--- src/rtl/ga_mut_pkg.sv ---
package ga_mut_pkg;

    typedef enum logic [1:0] {
        MUT_SINGLE  = 2'd0,
        MUT_MASKED  = 2'd1,
        MUT_UNIFORM = 2'd2
    } mut_method_e;

    typedef enum logic [1:0] {
        ST_IDLE   = 2'd0,
        ST_MUTATE = 2'd1,
        ST_SETTLE = 2'd2,
        ST_REPORT = 2'd3
    } mut_state_e;

    // Maximal-length feedback tap masks (bit n-1 set for tap n), widths 2..32.
    function automatic logic [31:0] lfsr_taps(input int width);
        logic [31:0] t;
        unique case (width)
            3:  t = 32'h0000_0006;
            4:  t = 32'h0000_000C;
            5:  t = 32'h0000_0014;
            6:  t = 32'h0000_0030;
            7:  t = 32'h0000_0060;
            8:  t = 32'h0000_00B8;
            9:  t = 32'h0000_0110;
            10: t = 32'h0000_0240;
            11: t = 32'h0000_0500;
            12: t = 32'h0000_0829;
            13: t = 32'h0000_100D;
            14: t = 32'h0000_2015;
            15: t = 32'h0000_6000;
            16: t = 32'h0000_D008;
            17: t = 32'h0001_2000;
            18: t = 32'h0002_0400;
            19: t = 32'h0004_0023;
            20: t = 32'h0009_0000;
            21: t = 32'h0014_0000;
            22: t = 32'h0030_0000;
            23: t = 32'h0042_0000;
            24: t = 32'h00E1_0000;
            25: t = 32'h0120_0000;
            26: t = 32'h0200_0023;
            27: t = 32'h0400_0013;
            28: t = 32'h0900_0000;
            29: t = 32'h1400_0000;
            30: t = 32'h2000_0029;
            31: t = 32'h4800_0000;
            32: t = 32'h8020_0003;
            default: t = 32'h0000_0003;
        endcase
        return t;
    endfunction

endpackage

--- src/rtl/ga_mut_lfsr.sv ---
module ga_mut_lfsr #(
    parameter int          W    = 12,
    parameter logic [31:0] SEED = 32'h1
) (
    input  logic         clk,
    input  logic         rst_n,
    input  logic         adv_i,
    output logic [W-1:0] state_o
);
    localparam logic [31:0]  TAPS32  = ga_mut_pkg::lfsr_taps(W);
    localparam logic [W-1:0] TAPS    = TAPS32[W-1:0];
    localparam logic [W-1:0] SEED_W  = SEED[W-1:0];
    localparam logic [W-1:0] START   = (SEED_W == '0) ? W'(1) : SEED_W;

    logic         feedback;
    logic [W-1:0] state_q;

    assign feedback = ^(state_q & TAPS);

    always_ff @(posedge clk) begin
        if (!rst_n) begin
            state_q <= START;
        end else if (adv_i) begin
            state_q <= {state_q[W-2:0], feedback};
        end
    end

    assign state_o = state_q;
endmodule

--- src/rtl/ga_mut_draw.sv ---
module ga_mut_draw #(
    parameter int GENE_W   = 8,
    parameter int RATE_W   = 4,
    parameter int MUT_RATE = 7,
    parameter int IDX_W    = 3
) (
    input  logic [IDX_W-1:0]         pos_bits_i,
    input  logic [GENE_W+RATE_W-1:0] mask_state_i,
    output logic [GENE_W-1:0]        mask_o,
    output logic [IDX_W-1:0]         idx_o,
    output logic                     gate_o
);
    localparam logic [RATE_W-1:0] RATE_LIM = RATE_W'(MUT_RATE);
    localparam logic [IDX_W:0]    GENE_LIM = (IDX_W+1)'(GENE_W);

    logic [RATE_W-1:0] prob;
    logic [IDX_W:0]    idx_wide;

    assign mask_o = mask_state_i[GENE_W-1:0];
    assign prob   = mask_state_i[GENE_W+RATE_W-1:GENE_W];
    assign gate_o = (prob <= RATE_LIM);

    always_comb begin
        idx_wide = {1'b0, pos_bits_i};
        if (idx_wide >= GENE_LIM) begin
            idx_wide = idx_wide - GENE_LIM;
        end
        idx_o = idx_wide[IDX_W-1:0];
    end
endmodule

--- src/rtl/ga_mut_apply.sv ---
module ga_mut_apply #(
    parameter int                      GENE_W = 8,
    parameter int                      IDX_W  = 3,
    parameter ga_mut_pkg::mut_method_e METHOD = ga_mut_pkg::MUT_SINGLE
) (
    input  logic [GENE_W-1:0] chrom_i,
    input  logic [GENE_W-1:0] mask_i,
    input  logic [IDX_W-1:0]  idx_i,
    input  logic              gate_i,
    output logic [GENE_W-1:0] result_o
);
    logic [GENE_W-1:0] flip_sel;
    logic [GENE_W-1:0] mutant;

    // One-hot decode of the flip index, one comparator per gene bit.
    for (genvar b = 0; b < GENE_W; b++) begin : g_flip
        assign flip_sel[b] = (idx_i == IDX_W'(b));
    end

    always_comb begin
        unique case (METHOD)
            ga_mut_pkg::MUT_SINGLE:  mutant = chrom_i ^ flip_sel;
            ga_mut_pkg::MUT_MASKED:  mutant = chrom_i ^ mask_i;
            ga_mut_pkg::MUT_UNIFORM: mutant = mask_i;
            default:                 mutant = chrom_i;
        endcase
        result_o = gate_i ? mutant : chrom_i;
    end
endmodule

--- src/rtl/ga_mut_ctrl.sv ---
module ga_mut_ctrl (
    input  logic clk,
    input  logic rst_n,
    input  logic start_i,
    output logic ready_o,
    output logic done_o,
    output logic capture_o,
    output logic commit_o
);
    import ga_mut_pkg::*;

    mut_state_e state_q;
    mut_state_e state_d;

    always_ff @(posedge clk) begin
        if (!rst_n) begin
            state_q <= ST_IDLE;
        end else begin
            state_q <= state_d;
        end
    end

    always_comb begin
        state_d = state_q;
        unique case (state_q)
            ST_IDLE:   if (start_i) state_d = ST_MUTATE;
            ST_MUTATE: state_d = ST_SETTLE;
            ST_SETTLE: state_d = ST_REPORT;
            ST_REPORT: state_d = ST_IDLE;
            default:   state_d = ST_IDLE;
        endcase
    end

    always_comb begin
        ready_o   = 1'b0;
        done_o    = 1'b0;
        capture_o = 1'b0;
        commit_o  = 1'b0;
        unique case (state_q)
            ST_IDLE: begin
                ready_o   = 1'b1;
                capture_o = start_i;
            end
            ST_MUTATE: commit_o = 1'b1;
            ST_SETTLE: ;
            ST_REPORT: done_o = 1'b1;
            default: ;
        endcase
    end
endmodule

--- src/rtl/ga_mutation_unit.sv ---
module ga_mutation_unit #(
    parameter int                      GENE_W   = 8,
    parameter int                      RATE_W   = 4,
    parameter int                      MUT_RATE = 7,
    parameter ga_mut_pkg::mut_method_e METHOD   = ga_mut_pkg::MUT_SINGLE,
    parameter logic [31:0]             SEED_POS = 32'h0000_0021,
    parameter logic [31:0]             SEED_MSK = 32'h0000_0ACE
) (
    input  logic              clk,
    input  logic              rst_n,
    input  logic              start_i,
    input  logic [GENE_W-1:0] chrom_i,
    output logic              ready_o,
    output logic              done_o,
    output logic [GENE_W-1:0] chrom_o,
    output logic              mutated_o
);
    localparam int IDX_W = (GENE_W > 2) ? $clog2(GENE_W) : 1;
    localparam int POS_W = 2 * IDX_W;
    localparam int MSK_W = GENE_W + RATE_W;

    logic              capture;
    logic              commit;
    logic [GENE_W-1:0] in_q;
    logic [POS_W-1:0]  pos_q;
    logic [MSK_W-1:0]  msk_q;
    logic [GENE_W-1:0] mask;
    logic [IDX_W-1:0]  idx;
    logic              gate;
    logic [GENE_W-1:0] result;
    logic [GENE_W-1:0] chrom_q;
    logic              mut_q;

    ga_mut_ctrl u_ctrl (
        .clk       (clk),
        .rst_n     (rst_n),
        .start_i   (start_i),
        .ready_o   (ready_o),
        .done_o    (done_o),
        .capture_o (capture),
        .commit_o  (commit)
    );

    ga_mut_lfsr #(.W(POS_W), .SEED(SEED_POS)) u_pos_lfsr (
        .clk     (clk),
        .rst_n   (rst_n),
        .adv_i   (commit),
        .state_o (pos_q)
    );

    ga_mut_lfsr #(.W(MSK_W), .SEED(SEED_MSK)) u_msk_lfsr (
        .clk     (clk),
        .rst_n   (rst_n),
        .adv_i   (commit),
        .state_o (msk_q)
    );

    ga_mut_draw #(
        .GENE_W   (GENE_W),
        .RATE_W   (RATE_W),
        .MUT_RATE (MUT_RATE),
        .IDX_W    (IDX_W)
    ) u_draw (
        .pos_bits_i   (pos_q[IDX_W-1:0]),
        .mask_state_i (msk_q),
        .mask_o       (mask),
        .idx_o        (idx),
        .gate_o       (gate)
    );

    ga_mut_apply #(
        .GENE_W (GENE_W),
        .IDX_W  (IDX_W),
        .METHOD (METHOD)
    ) u_apply (
        .chrom_i  (in_q),
        .mask_i   (mask),
        .idx_i    (idx),
        .gate_i   (gate),
        .result_o (result)
    );

    always_ff @(posedge clk) begin
        if (!rst_n) begin
            in_q <= '0;
        end else if (capture) begin
            in_q <= chrom_i;
        end
    end

    always_ff @(posedge clk) begin
        if (!rst_n) begin
            chrom_q <= '0;
            mut_q   <= 1'b0;
        end else if (commit) begin
            chrom_q <= result;
            mut_q   <= gate;
        end
    end

    assign chrom_o   = chrom_q;
    assign mutated_o = mut_q;
endmodule

--- config.mk ---
export PLATFORM = sky130hd
export DESIGN_NAME = ga_mutation_unit
export DESIGN_NICKNAME = d
export VERILOG_FILES = /design/src/rtl/ga_mut_pkg.sv /design/src/rtl/ga_mut_lfsr.sv /design/src/rtl/ga_mut_draw.sv /design/src/rtl/ga_mut_apply.sv /design/src/rtl/ga_mut_ctrl.sv /design/src/rtl/ga_mutation_unit.sv
export SDC_FILE = /design/constraint.sdc
export NUM_CORES = 1
export LEC_CHECK = 0
export BUFFER_PORTS_ARGS = -buffer_cell sky130_fd_sc_hd__buf_4
export CAP_MARGIN = 20
export CORE_MARGIN = 4
export CORE_UTILIZATION = 45
export DETAILED_ROUTE_END_ITERATION = 8
export PLACE_DENSITY_LB_ADDON = 0.15
export SYNTH_ARGS = -nofsm -noshare
export SYNTH_HDL_FRONTEND = slang
export SYNTH_HIERARCHICAL = 1
export SYNTH_SLANG_ARGS = --single-unit
--- constraint.sdc ---
create_clock -name clk -period 3.2 [get_ports clk]
set_input_delay 0.16 -clock clk [delete_from_list [all_inputs] [get_ports clk]]
set_output_delay 0.16 -clock clk [all_outputs]
set_load 0.1 [all_outputs]
# Word level (Yosys, flattened, before mapping)
# Index checks and enable logic that the tools add are counted.
[word_totals]
ff_bits = 37
inputBits = 11
out_inout_bits = 11
elab_cells = 30
[classes]
order_cmp = 1
eq_ne = 11
n_mux = 7
bitwise_logic = 1
reduce_logical = 4
[ops]
columns = ["op", "n"]
rows = [
  ["== test 3 bit, second input constant", 4],
  ["XOR reduction 12 bit", 1],
  ["two-way mux 8 bit", 1],
  ["one-hot mux 2 bit (4 select lines)", 1],
  ["bitwise XOR 8 bit", 1],
  ["== test 3 x 2 -> 1 bit, second input constant", 2],
  ["XOR reduction 6 bit", 1],
  ["== test 2 bit, second input constant", 2],
  ["less-or-equal comparator 4 x 3 -> 1 bit, second input constant", 1],
  ["two-way mux 1 bit", 4],
  ["== test 3 x 1 -> 1 bit, second input constant", 1],
  ["logical NOT 3 bit", 1],
  ["== test 2 x 1 -> 1 bit, second input constant", 1],
  ["logical NOT 2 bit", 1],
  ["two-way mux 2 bit", 1],
  ["inequality test 2 bit, second input constant", 1],
]

# Logic depth before layout (Yosys ltp)
[depth]
ltp_word = 3
depth_mapped = 6
depth_no_buf = 5

# Cells and area by module
# The synthesis kept the hierarchy.
[modules_own_cells]
columns = ["mod", "instances", "cells_each", "area_each_um2", "seq_area_each_um2"]
rows = [
  ["ga_mutation_unit", 1, 54, 644.4, 340.3],
  ["ga_mut_lfsr (u_msk_lfsr)", 1, 41, 467.9, 240.2],
  ["ga_mut_lfsr (u_pos_lfsr)", 1, 20, 232.7, 120.1],
  ["ga_mut_ctrl", 1, 16, 165.2, 40.0],
  ["ga_mut_apply", 1, 16, 155.1, 0.0],
  ["ga_mut_draw", 1, 12, 86.3, 0.0],
]

# Least setup slack after synthesis
# OpenSTA, ideal clock, no wires.
[synth_path]
kind = "reg2reg"
startpoint = "register u_ctrl.state_q[0]"
endpoint = "register u_ctrl.state_q[0]"
setup_ns = 0.058
arrival_ns = 1.538
required_ns = 3.142
setup_slack_ns = 1.604
stages_incl_launch_ff = 6
path_buffers = 0
synth_period_minus_slack_ns = 1.596
cell_sequence = "dfxtp_1 inv_1 ha_1 nor2_1 nand2_1 o211a_1"
[synth_via]
elab_chain_cells = 2
elab_cells_between_ends = 6
classes_between = "eq/ne (4); mux (1); reduce/logical (1)"
[synth_rtl]
columns = ["element", "line_no", "rtl"]
rows = [
  ["start: declaration", "ga_mut_ctrl.sv:12", "mut_state_e state_q;"],
  ["start signal: assignment", "ga_mut_ctrl.sv:19", "state_q <= state_d;"],
  ["== test 2 bit, or another cell as far along", "ga_mut_ctrl.sv:25", "unique case (state_q)"],
  ["one-hot mux 2 bit (4 select lines) or inequality test 2 bit (tied branches)", "-", ""],
]
# Several ways; a longest one is shown, not always the timed one.
# A chain may end at the register's enable or synchronous reset.

# Worst setup path in the final report
[layout_path]
startpoint = "register u_ctrl.state_q[1]"
endpoint = "register u_msk_lfsr.state_q[2] (netlist: u_msk_lfsr/state_o[2])"
[layout_via]
elab_chain_cells = 2
[layout_rtl]
columns = ["element", "line_no", "rtl"]
rows = [
  ["== test 2 x 1 -> 1 bit", "ga_mut_ctrl.sv:39", "unique case (state_q)"],
  ["two-way mux 1 bit", "ga_mut_ctrl.sv:39", ""],
  ["named net commit", "ga_mutation_unit.sv:23", "logic commit;"],
  ["end signal: assignment", "ga_mut_lfsr.sv:24", "state_q <= {state_q[W-2:0], feedback};"],
  ["end: declaration", "ga_mut_lfsr.sv:16", "logic [W-1:0] state_q;"],
]
# The timed path passes the listed nets, and every way through them passes these cells.

==> flow_metrics.tcl <==
set metrics [dict create \
    status "finished, final reports clean" \
    fmax_ghz 0.561 \
    whs_ns 0.126 \
    fp.coreArea_sq_um 3630 \
    die_width_um 69.3 \
    clk-insertion-delay-late_ns 0.29 \
    io_buffers 21 \
    vias 1034 \
    postRouteWirelength_um 2650 \
    critical_path_class "flip-flop to flip-flop" \
    r2r_start "u_ctrl/state_q[1]" \
    grt_max_degree 40 \
    use_met3_pct 5.51 \
    relSlewSlack_pct 64.1 \
    leakage_nw 0.831 \
    global_route.overflow_total 0 \
    worstSetupEndpointType "flip-flop" \
    ir_drop_uv 498 \
    num_rows 22 \
    ys_warn_count 6 \
    whs_path_depth 3 \
    placed_area_sq_um 1840 \
    busiest_layer "met2" \
    worstRegToRegCells 5 \
    syn_nets 167 \
    cp.required_ns 3.37 \
    diodes 0 \
    ios 22 \
    use_met1_pct 15.3 \
    ant_nets 0 \
    grt_usage_pct 12.5 \
    hold_path.class "input pin to flip-flop" \
    setup_viol 0 \
    timing.clock.skew_ns 0.00703 \
    cp-startpoint "u_ctrl/state_q[1]" \
    met2_usage_pct 18.6 \
    hold_buffers 0 \
    drcViolationCount 0 \
    max-cap-violations 0 \
    wl_per_cell_um 12.0 \
    syn_area_sq_um 1690 \
    worst_slew_pin_slew_ns 0.539 \
    routed_via_density 4.70 \
    dr.first_iter.drc_count 28 \
    grt_first_pass_wirelength_um 4830 \
    cts_num_sinks 37 \
    worst-path-stages 5 \
    setup_tns_ns 0 \
    syn_inst 151 \
    place_congestion 0.706 \
    min_period_ns 1.78 \
    htreeDepth 2 \
    synth.avg_cell_area_sq_um 11.2 \
    antenna_found_initial 0 \
    critPathArrivalTime_ns 1.95 \
    dr.pass1.iters 4 \
    cts_buffers 5 \
    die_h_um 69.3 \
    cts-root-buf "clkbuf_8" \
    final_hold_viol_count 0 \
    path_buf_inv 2 \
    path_cells "inv_1 -> ha_1 -> buf_4 -> mux2i_1 -> nand2_1" \
    critPathTopFamily "buffers and inverters" \
    start_kind "flip-flop" \
    cts_tree "built" \
    drv_slew 0 \
    die_area_sq_um 4800 \
    synthToLayoutAreaGrowth_pct 15.5 \
    start_util_pct 46.6 \
    layout-drive-gt1-share_pct 19.2 \
    max_stage_delay_ns 0.50 \
    fill_cells 341 \
    hp-start "chrom_i[1]" \
    p_per_area_nw_per_um2 889 \
    fin_area_sq_um 1950 \
    hpwl_um 1820 \
    grt_pass1_vias 1039 \
    post_cts_buffers 0 \
    path_clk_slew_ns 0.07 \
    slowest_stage "ha_1" \
    cts_max_path_buffers 2 \
    crit_fanout 20 \
    cts_resized 0 \
    nNetsFinal 187 \
    rsz0062_at_grt "false" \
    period_share_pct 55.7 \
]
registers in the layout (all words and copies together) (netlist names):
signal              flops
chrom_o                 8
in_q                    8
mutated_o               1
u_ctrl/state_q          2
u_msk_lfsr/state_o     12
u_pos_lfsr/state_o      6
final timing paths:
check | end | slack, ns
setup / recovery | u_msk_lfsr/state_o[2] | 1.42
hold / removal | in_q[1] | 0.13
setup reg to reg | u_msk_lfsr/state_o[2] | 1.42
hold reg to reg | u_msk_lfsr/state_o[7] | 0.48
worst reg2reg max path: stages, from the launching register on:
cell and delay (ns):
dfxtp_1 0.34, inv_1 0.10, ha_1 0.50, buf_4 0.41, mux2i_1 0.25, nand2_1 0.07
routing by layer:
layer  vias to the layer above  routed length (um)
li1                        541                   -
met1                       470                1260
met2                        16                1200
met3                         7                 132
met4                         0                  57
met5                         -                   0
per-stage QoR:
step,setup slack (ns),power (mW),utilization (%),cells
after floorplan,1.60,1.28,-,151
after global placement,1.48,1.32,50.6,212
after detailed placement,1.43,1.34,50.6,212
after CTS,1.40,1.76,53.8,220
after global routing,1.23,1.84,53.8,220
final,1.42,1.74,53.8,220
placed cells by master, fill, tap and decap left out:
cell,count
bufinv_16,1
xnor2_1,5
a31oi_1,1
and4bb_1,2
nand2_1,11
nand2b_4,1
mux2i_1,35
clkbuf_1,1
buf_4,22
and4bb_2,1
nand2b_1,1
inv_1,3
dfxtp_1,37
nor2b_1,26
nor2_1,1
nand4_1,1
nor3b_1,1
xor2_1,4
nand4b_1,3
nor4b_2,1
xor3_1,1
clkbuf_8,6
o211a_1,1
and2_2,1
ha_1,5
report_power, final:
group	total, mW	internal [mW]	switching (mW)	leakage, nW
clock network	0.411	0.254	0.157	0.0585
logic	0.685	0.276	0.409	0.470
registers	0.641	0.562	0.0790	0.303
final cells by class:
class | instances | area (sq um) | share of cell area [%]
Sequential cell | 37 | 741 | 37.9
Tap cell | 48 | 60.1 | 3.07
Clock buffer | 7 | 86.3 | 4.42
Timing Repair Buffer | 22 | 165 | 8.46
Inverter | 3 | 11.3 | 0.577
Clock inverter | 1 | 30.0 | 1.54
Multi-Input combinational cell | 102 | 860 | 44.0
No activity file was read; power rests on OpenSTA's default activity.
